==> config.mk <==
export PLATFORM = sky130hd
export DESIGN_NAME = irq_src_select
export DESIGN_NICKNAME = d
export VERILOG_FILES = /design/src/rtl/irq_src_select_pkg.sv /design/src/rtl/irqsel_regs.sv /design/src/rtl/irqsel_route.sv /design/src/rtl/irqsel_comp_timer.sv /design/src/rtl/irq_src_select.sv
export SDC_FILE = /design/constraint.sdc
export NUM_CORES = 1
export LEC_CHECK = 0
export ABC_CLOCK_PERIOD_IN_PS = 2300
export BUFFER_PORTS_ARGS = -buffer_cell sky130_fd_sc_hd__buf_4
export CAP_MARGIN = 0
export CELL_PAD_IN_SITES_DETAIL_PLACEMENT = 1
export CELL_PAD_IN_SITES_GLOBAL_PLACEMENT = 2
export CORE_ASPECT_RATIO = 2
export CORE_MARGIN = 2
export CORE_UTILIZATION = 30
export CTS_BUF_LIST = sky130_fd_sc_hd__clkbuf_16
export DETAILED_ROUTE_END_ITERATION = 7
export GPL_TIMING_DRIVEN = 0
export PLACE_DENSITY = 0.95
export SYNTH_ARGS = -nofsm -noshare
export SYNTH_HDL_FRONTEND = slang
export SYNTH_HIERARCHICAL = 1
export SYNTH_SLANG_ARGS = --single-unit
==> constraint.sdc <==
create_clock -name clk -period 2.3 [get_ports clk]
set_input_delay 0.115 -clock clk [delete_from_list [all_inputs] [get_ports clk]]
set_output_delay 0.115 -clock clk [all_outputs]
set_load 0.1 [all_outputs]
==> src/rtl/irq_src_select_pkg.sv <==
package irq_src_select_pkg;
  // Word indices (byte offset / 4) of the register map; decoding depends on them.
  localparam int SEL_BASE_WORD = 2;   // 0x08
  localparam int COMP_WORD     = 8;   // 0x20
  localparam int SEL_SPAN      = 16;  // low bits of a selector register that hold codes
  localparam int COMP_EN_BIT   = 0;
  localparam int COMP_RDY_BIT  = 8;

  typedef enum logic [1:0] {
    ACC_NONE = 2'd0,
    ACC_SEL  = 2'd1,
    ACC_COMP = 2'd2
  } acc_kind_e;

  // Classifies a word index against the register map.
  function automatic acc_kind_e classify_word(input int word, input int num_sel_regs);
    if (word >= SEL_BASE_WORD && word < SEL_BASE_WORD + num_sel_regs)
      return ACC_SEL;
    else if (word == COMP_WORD)
      return ACC_COMP;
    else
      return ACC_NONE;
  endfunction

  // True when a port code names an existing port.
  function automatic logic code_in_range(input int code, input int num_ports);
    return (code < num_ports);
  endfunction
endpackage

==> src/rtl/irqsel_regs.sv <==
module irqsel_regs
  import irq_src_select_pkg::*;
#(
  parameter int NUM_LINES = 16,
  parameter int SEL_W     = 4,
  parameter int ADDR_W    = 6,
  parameter int DATA_W    = 32
) (
  input  logic                       clk,
  input  logic                       rst_n,
  input  logic                       wr_en,
  input  logic [ADDR_W-1:0]          wr_addr,
  input  logic [DATA_W-1:0]          wr_data,
  input  logic [ADDR_W-1:0]          rd_addr,
  input  logic                       ready_in,
  output logic [NUM_LINES*SEL_W-1:0] sel_flat,
  output logic                       en_out,
  output logic [DATA_W-1:0]          rd_data
);
  localparam int LPR      = SEL_SPAN / SEL_W;
  localparam int NUM_REGS = NUM_LINES / LPR;
  localparam int WORD_W   = ADDR_W - 2;

  logic [WORD_W-1:0] wr_word;
  logic [WORD_W-1:0] rd_word;
  acc_kind_e         wr_kind;
  acc_kind_e         rd_kind;

  assign wr_word = wr_addr[ADDR_W-1:2];
  assign rd_word = rd_addr[ADDR_W-1:2];
  assign wr_kind = classify_word(int'(wr_word), NUM_REGS);
  assign rd_kind = classify_word(int'(rd_word), NUM_REGS);

  // Address bits 1:0 and data above the code span do not reach any storage.
  logic unused_bits;
  assign unused_bits = ^{wr_addr[1:0], rd_addr[1:0], wr_data[DATA_W-1:SEL_SPAN]};

  // One code register per line, each decoding its own word and field.
  for (genvar l = 0; l < NUM_LINES; l++) begin : g_sel
    localparam int MY_WORD = SEL_BASE_WORD + l / LPR;
    localparam int MY_LSB  = (l % LPR) * SEL_W;
    logic hit;
    assign hit = wr_en && (wr_kind == ACC_SEL) && (int'(wr_word) == MY_WORD);
    always_ff @(posedge clk or negedge rst_n) begin
      if (!rst_n)
        sel_flat[l*SEL_W +: SEL_W] <= '0;
      else if (hit)
        sel_flat[l*SEL_W +: SEL_W] <= wr_data[MY_LSB +: SEL_W];
    end
  end

  always_ff @(posedge clk or negedge rst_n) begin
    if (!rst_n)
      en_out <= 1'b0;
    else if (wr_en && (wr_kind == ACC_COMP))
      en_out <= wr_data[COMP_EN_BIT];
  end

  always_comb begin
    rd_data = '0;
    unique case (rd_kind)
      ACC_SEL: begin
        for (int l = 0; l < NUM_LINES; l++) begin
          if (SEL_BASE_WORD + l / LPR == int'(rd_word))
            rd_data[(l % LPR)*SEL_W +: SEL_W] = sel_flat[l*SEL_W +: SEL_W];
        end
      end
      ACC_COMP: begin
        rd_data[COMP_EN_BIT]  = en_out;
        rd_data[COMP_RDY_BIT] = ready_in;
      end
      default: rd_data = '0;
    endcase
  end
endmodule

==> src/rtl/irqsel_route.sv <==
module irqsel_route
  import irq_src_select_pkg::*;
#(
  parameter int NUM_LINES = 16,
  parameter int NUM_PORTS = 8,
  parameter int SEL_W     = 4
) (
  input  logic [NUM_PORTS*NUM_LINES-1:0] port_pins,
  input  logic [NUM_LINES*SEL_W-1:0]     sel_flat,
  output logic [NUM_LINES-1:0]           irq_line
);
  localparam int PIDX_W = (NUM_PORTS > 1) ? $clog2(NUM_PORTS) : 1;

  for (genvar x = 0; x < NUM_LINES; x++) begin : g_line
    logic [NUM_PORTS-1:0] column;   // pin x of every port
    logic [SEL_W-1:0]     code;
    logic                 valid;
    for (genvar p = 0; p < NUM_PORTS; p++) begin : g_col
      assign column[p] = port_pins[p*NUM_LINES + x];
    end
    assign code  = sel_flat[x*SEL_W +: SEL_W];
    assign valid = code_in_range(int'(code), NUM_PORTS);
    assign irq_line[x] = valid ? column[code[PIDX_W-1:0]] : 1'b0;
  end
endmodule

==> src/rtl/irqsel_comp_timer.sv <==
module irqsel_comp_timer #(
  parameter int READY_DELAY = 8
) (
  input  logic clk,
  input  logic rst_n,
  input  logic en,
  output logic ready
);
  localparam int CNT_W = $clog2(READY_DELAY + 1);
  localparam logic [CNT_W-1:0] LAST = CNT_W'(READY_DELAY - 1);

  logic [CNT_W-1:0] cnt;

  always_ff @(posedge clk or negedge rst_n) begin
    if (!rst_n) begin
      cnt   <= '0;
      ready <= 1'b0;
    end else if (!en) begin
      cnt   <= '0;
      ready <= 1'b0;
    end else if (!ready) begin
      if (cnt == LAST)
        ready <= 1'b1;
      else
        cnt <= cnt + 1'b1;
    end
  end
endmodule

==> src/rtl/irq_src_select.sv <==
module irq_src_select
  import irq_src_select_pkg::*;
#(
  parameter int NUM_LINES   = 16,
  parameter int NUM_PORTS   = 8,
  parameter int SEL_W       = 4,
  parameter int ADDR_W      = 6,
  parameter int DATA_W      = 32,
  parameter int READY_DELAY = 8
) (
  input  logic                           clk,
  input  logic                           rst_n,
  input  logic [NUM_PORTS*NUM_LINES-1:0] port_pins,
  input  logic                           wr_en,
  input  logic [ADDR_W-1:0]              wr_addr,
  input  logic [DATA_W-1:0]              wr_data,
  input  logic [ADDR_W-1:0]              rd_addr,
  output logic [DATA_W-1:0]              rd_data,
  output logic [NUM_LINES-1:0]           irq_line,
  output logic                           comp_en,
  output logic                           comp_ready
);
  // Named internal wires, visible to the bound checker.
  logic [NUM_LINES*SEL_W-1:0] sel_flat;

  irqsel_regs #(
    .NUM_LINES(NUM_LINES), .SEL_W(SEL_W), .ADDR_W(ADDR_W), .DATA_W(DATA_W)
  ) u_regs (
    .clk(clk), .rst_n(rst_n),
    .wr_en(wr_en), .wr_addr(wr_addr), .wr_data(wr_data),
    .rd_addr(rd_addr), .ready_in(comp_ready),
    .sel_flat(sel_flat), .en_out(comp_en), .rd_data(rd_data)
  );

  irqsel_route #(
    .NUM_LINES(NUM_LINES), .NUM_PORTS(NUM_PORTS), .SEL_W(SEL_W)
  ) u_route (
    .port_pins(port_pins), .sel_flat(sel_flat), .irq_line(irq_line)
  );

  irqsel_comp_timer #(
    .READY_DELAY(READY_DELAY)
  ) u_timer (
    .clk(clk), .rst_n(rst_n), .en(comp_en), .ready(comp_ready)
  );
endmodule

; ---- Word-level counts from Yosys, hierarchy flattened
; Index checks and enable logic that the tools add are counted.
; Widths: inputs -> output; s select.
[totals]
word_cells = 160
input_bits = 175
reg_bits = 70
[classes]
n_addsub = 1
order_cmp = 36
n_eq_ne = 17
n_mux = 78
reduce_logical = 9
[op_table]
columns = cell, count
row1 = $mux 4, 19
row2 = $lt 3x4->1 const B, 16
row3 = $lt 4x4->1 const B, 16
row4 = $bmux 1 s3, 16
row5 = $mux 1, 35
row6 = $eq 4x4->1 const B, 4
row7 = $mux 7, 2
row8 = $eq 4x3->1 const B, 3
row9 = $eq 3x4->1 const A, 2
row10 = $eq 4x4->1 const A, 2
row11 = $ge 4x2->1 const B, 2
row12 = $logic_and 1x1->1, 8
row13 = $lt 4x3->1 const B, 2
row14 = $mux 2, 4
row15 = $add 4x1->4 const B, 1
row16 = $eq 2x1->1 const B, 2
row17 = $eq 2x2->1 const B, 2
row18 = $ne 2x2->1 const B, 2
row19 = $pmux 1 s2, 2
row20 = $reduce_and 2->1, 1

; ---- Logic depth before layout (Yosys ltp)
; Gate-level depths: netlist of run 1.
[logic_depth]
depth_word = 6
mapped_depth = 5
ltp_nobuf = 4

; ---- By module
; Netlist of run 1, hierarchy kept.
[modules_own_cells]
columns = mod, instances, area_each_um2, seq_area_each_um2, cells_per_inst
row1 = irqsel_regs, 1, 3230.6, 1626.6, 239
row2 = irqsel_route, 1, 1124.8, 0.0, 128
row3 = irqsel_comp_timer, 1, 250.2, 125.1, 22

; ---- Worst setup path before layout of run 1
; No wires, ideal clock.
[synth_timing]
path_kind = register -> output
startpoint = register u_regs.sel_flat[14]
endpoint = output port irq_line[3]
stages_incl_launch_ff = 4
setup_slack_ns = -0.901
arrival_ns = 3.086
t_required_ns = 2.185
path_buffers = 0
path_cell_list = dfrtp_1 -> mux4_1 -> nor2_1 -> a311oi_1
[synth_between]
elab_chain_cells = 3
elab_cells_between_ends = 4
cone_classes = order compare: 1 / mux: 3
[synth_lines]
columns = item, line
row1 = "start, declared", irqsel_regs.sv:16  ; output logic [NUM_LINES*SEL_W-1:0] sel_flat,
row2 = "start signal, assigned by index", irqsel_regs.sv:48  ; sel_flat[l*SEL_W +: SEL_W] <= wr_data[MY_LSB +: SEL_W];
row3 = $bmux 1 s3, irqsel_route.sv:23  ; assign irq_line[x] = valid ? column[code[PIDX_W-1:0]] : 1'b0;
row4 = $mux 1 (not written as such), irqsel_route.sv:23
row5 = $mux 1 (*), irqsel_route.sv:23
row6 = "end, declared", irq_src_select.sv:19  ; output logic [NUM_LINES-1:0] irq_line,
; Every way passes the cells marked *; elsewhere a longest branch is shown, timed or not. The select of a mux whose other input is x is not followed.

; ---- Worst setup path in the final report of run 1
; Ends and elaborated chain as after synthesis.

==> flow_summary.json, run 1 <==
{
  "status": "finished, final reports clean",
  "numCtsBuffers": 9,
  "ctsHoldBuffers": 1,
  "netlist_area_um2": 4610,
  "grt-ovfl-total": 0,
  "numClockSinks": 70,
  "async_flop_share": 1.00,
  "syn_area_per_cell_um2": 11.8,
  "worstSkewPairLatency_ns": 0.33,
  "fin_skew_ns": 0.00268,
  "synth_edf_count": 0,
  "arrival_ns": 1.87,
  "final_nets": 778,
  "synth_flop_cell": "dfrtp_1",
  "avgRoutedWirePerCell_um": 17.7,
  "slew_violations": 0,
  "yosysSeqAreaShare": 0.380,
  "port-buffer-count": 186,
  "fp.dieW_um": 91.6,
  "place_hpwl_mm": 11.2,
  "cp-end-kind": "primary output",
  "ir_drop_v": 0.000585,
  "final_area_um2": 6810,
  "setup_viol": 0,
  "cts_setup_buffers": 0,
  "start_util": 0.304,
  "diodes": 0,
  "grt_pass1_wl_mm": 22.3,
  "antenna_found_initial": 0,
  "whs_path_depth": 2,
  "finalSetupTns_ns": 0,
  "cts_buffer_depth": 2,
  "cp_data_required_time_ns": 2.18,
  "dieArea_um2": 16400,
  "layout_min_cycle_time_ns": 1.99,
  "final_cell_mix": "buf_4, dfrtp_1, mux2i_1, mux2_2, nor2_1",
  "cts_root_buf": "clkbuf_16",
  "place.gp.congestion": 0.799,
  "slew_headroom": 0.398,
  "syn_to_final_growth_pct": 47.8,
  "min_period_over_period": 0.864,
  "crit_type": "register to primary output",
  "p_per_area_nw_per_um2": 943,
  "cts_resized": 0,
  "grt_util_all_layers": 0.174,
  "grt_max_degree": 71,
  "drt-vias-per-instance": 4.98,
  "ioPinCount": 225,
  "max_clock_freq_mhz": 503,
  "first_pass_iters": 4,
  "num_vias": 4011,
  "hold_viol": 0,
  "cts_max_level": 3,
  "hold_path.class": "primary input to register",
  "drt-total-wl_mm": 14.3,
  "tightest_slew_ns": 0.903,
  "cts_tree": "yes",
  "synthCells": 389,
  "synth_cell_types": 38,
  "grt_pass1_vias": 4270,
  "finalCoreUtilization": 0.450,
  "synth_warnings": 6,
  "die_y_um": 179,
  "rsz0062_at_grt": "false",
  "cp-start-kind": "register",
  "maxCapViolations": 0,
  "placed_cell_area_um2": 6410,
  "dp_slack_ns": 0.388,
  "final_common_cell": "buf_4",
  "post_route_cells_drive_above_1_share": 0.537,
  "core_um2": 15100,
  "setup_ws_ns": 0.312,
  "path_clk_slew_ns": 0.06,
  "r2r_cells": 4,
  "drt_iter0_markers": 161,
  "num_rows": 64,
  "crit_fanout": 5,
  "synth-seq-cells": 70,
  "antenna_left": 0,
  "drc": 0,
  "p_leak_uw": 0.00336
}
[metal layers]
metal	GRT usage	share of wire	up-vias	wire, um
met5	0	0	-	0
met4	0.0461	0.010	0	146
met3	0.0546	0.091	10	1300
met2	0.300	0.49	177	7040
met1	0.209	0.40	1964	5780
li1	-	-	1860	-
[critical path, stage by stage, from the launching register on]
cell      delay [ns]
dfrtp_1         0.49
mux4_1          0.60
nor2_1          0.13
a311oi_2        0.06
buf_4           0.25
[synth_stat cells (5+ instances only)]
cell type | instances | area [um2]
inv_1 | 16 | 60.1
o22a_1 | 10 | 87.6
a21o_1 | 16 | 120
dfrtp_1 | 70 | 1750
buf_2 | 5 | 25.0
mux2i_1 | 62 | 621
nor2_1 | 43 | 161
mux4_2 | 15 | 338
mux2_4 | 10 | 150
mux2_2 | 56 | 631
clkbuf_1 | 6 | 22.5
a311oi_1 | 16 | 140
buf_4 | 17 | 128
[per-stage QoR]
step                      hold slack [ns]  cells  total power (uW)
after global placement              0.290    788              4600
after global routing               0.0428    805              6720
after detailed placement            0.294    788              4670
after floorplan                    -0.181    404              3970
after CTS                          0.0290    805              6480
final                              0.0416    805              6420
[registers in the layout (all words and copies together), names as in the netlist]
register and cells:
u_regs/sel_flat 64, u_timer/cnt 4, u_regs/en_out 1, u_timer/ready 1
[kinds of logic after synthesis]
logic type,after synthesis,share of synthesized area
DFF,70,0.380
adders and majority gates,1,0.00272
muxes,144,0.383
other,1,0.000814
AOI/OAI and AO/OA,56,0.0989
buffers and inverters,46,0.0579
and+or+nand+nor,71,0.0761
[cell type report]
class,instances,area [um2]
inverters,16,60.1
plain buffers,30,206
clock buffers,9,225
multi-input cells,288,2750
clock inverters,7,160
fillers,1680,8330
well taps,198,248
repair buffers,187,1410
flip-flops and latches,70,1750
[power by group]
part,switching [uW],internal (uW),total (uW)
registers,431,1510,1940
logic,1630,1060,2690
clock network,508,1270,1780
[path summary, 6_finish.rpt]
kind	slack, ns	startpoint	end
max	0.31	u_regs/sel_flat[14]	irq_line[3]
min	0.04	wr_data[4]	u_regs/sel_flat[20]
max reg2reg	1.06	u_timer/cnt[0]	u_timer/cnt[1]
min reg2reg	0.55	u_regs/sel_flat[23]	u_regs/sel_flat[23]
max in group asynchronous	1.24	rst_n	u_regs/sel_flat[62]
min in group asynchronous	0.47	rst_n	u_regs/sel_flat[50]
(Power assumes the default switching activity.)
==> inputs of run 2 (changes only) <==
Settings changed: CORE_MARGIN 2 to 3, SKIP_CTS_REPAIR_TIMING set to 1.
==> run 2 against run 1 <==
  * Clock skew increased by 0.0045 ns
  * Design area fell by 0.96%
  * Utilization increased by 0.28 points
  * Clock power is 16% lower
  * Combinational power about the same
  * Worst setup slack better by 0.025 ns
  * Critical path depth did not move
  * Die area rose by 3.3%
  * Critical path type unchanged
  * Critical endpoint unchanged
  * Largest cell class unchanged
==> flow_summary.json, run 2 (synthesized netlist as in run 1, its figures left out) <==
{
  "final_cell_mix": "buf_4, dfrtp_1, mux2i_1, mux2_2, nor2_1",
  "antenna_left": 0,
  "numCtsBuffers": 9,
  "crit_fanout": 5,
  "layout_min_cycle_time_ns": 1.96,
  "cts_max_level": 3,
  "place_inst": 785,
  "num_vias": 4070,
  "die_y_um": 181,
  "p_leak_uw": 0.00332,
  "hold_path.class": "primary input to register",
  "top_regs": "u_regs/sel_flat (64), u_timer/cnt (4)",
  "place_hpwl_mm": 13.0,
  "grt_pass1_wl_mm": 24.9,
  "max_clock_freq_mhz": 509,
  "start_util": 0.309,
  "final_cells": 802,
  "place.gp.congestion": 0.783,
  "path_delay_family": "multiplexers",
  "drt-vias-per-instance": 5.07,
  "cp_num_buf_inv": 1,
  "num_rows": 63,
  "grt-ovfl-total": 0,
  "tightest_slew_ns": 0.917,
  "setup_viol": 0,
  "slew_headroom": 0.388,
  "drt-total-wl_mm": 16.3,
  "grt_pass1_vias": 4697,
  "worstSkewPairLatency_ns": 0.33,
  "slowest_delay_ns": 0.59,
  "crit_slowest_cell": "mux4_1",
  "largest_register": "u_regs/sel_flat",
  "arrival_ns": 1.85,
  "crit_type": "register to primary output",
  "cp_data_required_time_ns": 2.18,
  "cp-end-kind": "primary output",
  "grt_max_degree": 71,
  "whs_ns": 0.0489,
  "syn_to_final_growth_pct": 46.4,
  "drt_iter0_markers": 74,
  "dieArea_um2": 17000,
  "first_pass_iters": 4,
  "port-buffer-count": 186,
  "cp-start-kind": "register",
  "maxCapViolations": 0,
  "ioPinCount": 225,
  "fin_skew_ns": 0.00714,
  "numClockSinks": 70,
  "final_common_cell": "buf_4",
  "cts_tree": "yes",
  "post_route_cells_drive_above_1_share": 0.537,
  "path_clk_slew_ns": 0.06,
  "grt_util_all_layers": 0.192,
  "cts_root_buf": "clkbuf_16",
  "cts_buffer_depth": 2,
  "hold_viol": 0,
  "avgRoutedWirePerCell_um": 20.3,
  "drc": 0,
  "largest_reg_flops": 64,
  "antenna_found_initial": 0,
  "status": "finished, final reports clean",
  "path_cells": "mux4_1, nor2_1, a311oi_2, buf_4",
  "core_um2": 14900,
  "fp.dieW_um": 93.6,
  "diodes": 0,
  "final_nets": 778,
  "rsz0062_at_grt": "false",
  "p_per_area_nw_per_um2": 913,
  "min_period_over_period": 0.854,
  "finalSetupTns_ns": 0,
  "ir_drop_v": 0.000464,
  "slew_violations": 0
}
==> run 2: layer usage <==
metal | vias up | track usage | share of wire
met3 | 34 | 0.0350 | 0.044
met1 | 2042 | 0.185 | 0.32
li1 | 1855 | - | -
met4 | 0 | 0.0868 | 0.040
met5 | - | 0 | 0
met2 | 139 | 0.377 | 0.59
==> run 2: final timing paths <==
kind	from	endpoint	slack, ns	cells past startpoint
worst max-delay path	u_regs/sel_flat[14]	irq_line[3]	0.34	4
worst min-delay path	wr_data[15]	u_regs/sel_flat[31]	0.05	2
worst max register to register	u_timer/cnt[0]	u_timer/cnt[1]	1.02	4
worst min register to register	u_regs/sel_flat[19]	u_regs/sel_flat[19]	0.55	1
max in group asynchronous	rst_n	u_regs/sel_flat[59]	1.24	2
min in group asynchronous	rst_n	u_regs/sel_flat[61]	0.46	2
==> run 2: stage by stage <==
step | setup slack, ns | cell area [um2] | utilization | total power, uW
floorplan | -0.871 | 4770 | - | 3970
global placement | 0.282 | 6410 | 0.430 | 4590
detailed placement | 0.226 | 6410 | 0.430 | 4690
CTS | 0.312 | 6730 | 0.452 | 6220
global route | 0.256 | 6740 | 0.453 | 6440
finish | 0.337 | 6740 | 0.453 | 6160
==> run 2: layout make-up <==
type | instances | area [um2]
buffer | 30 | 206
clock buffer | 9 | 225
clock inverter | 7 | 98.8
fill | 1625 | 8160
inverter | 16 | 60.1
multi-input combinational | 288 | 2750
sequential | 70 | 1750
tap | 195 | 244
timing repair buffer | 187 | 1410
==> run 2: power breakdown <==
part | switching, uW | total, uW | internal, uW
sequential | 441 | 1950 | 1510
combinational | 1650 | 2710 | 1070
clock | 540 | 1490 | 952
total | 2630 | 6160 | 3530
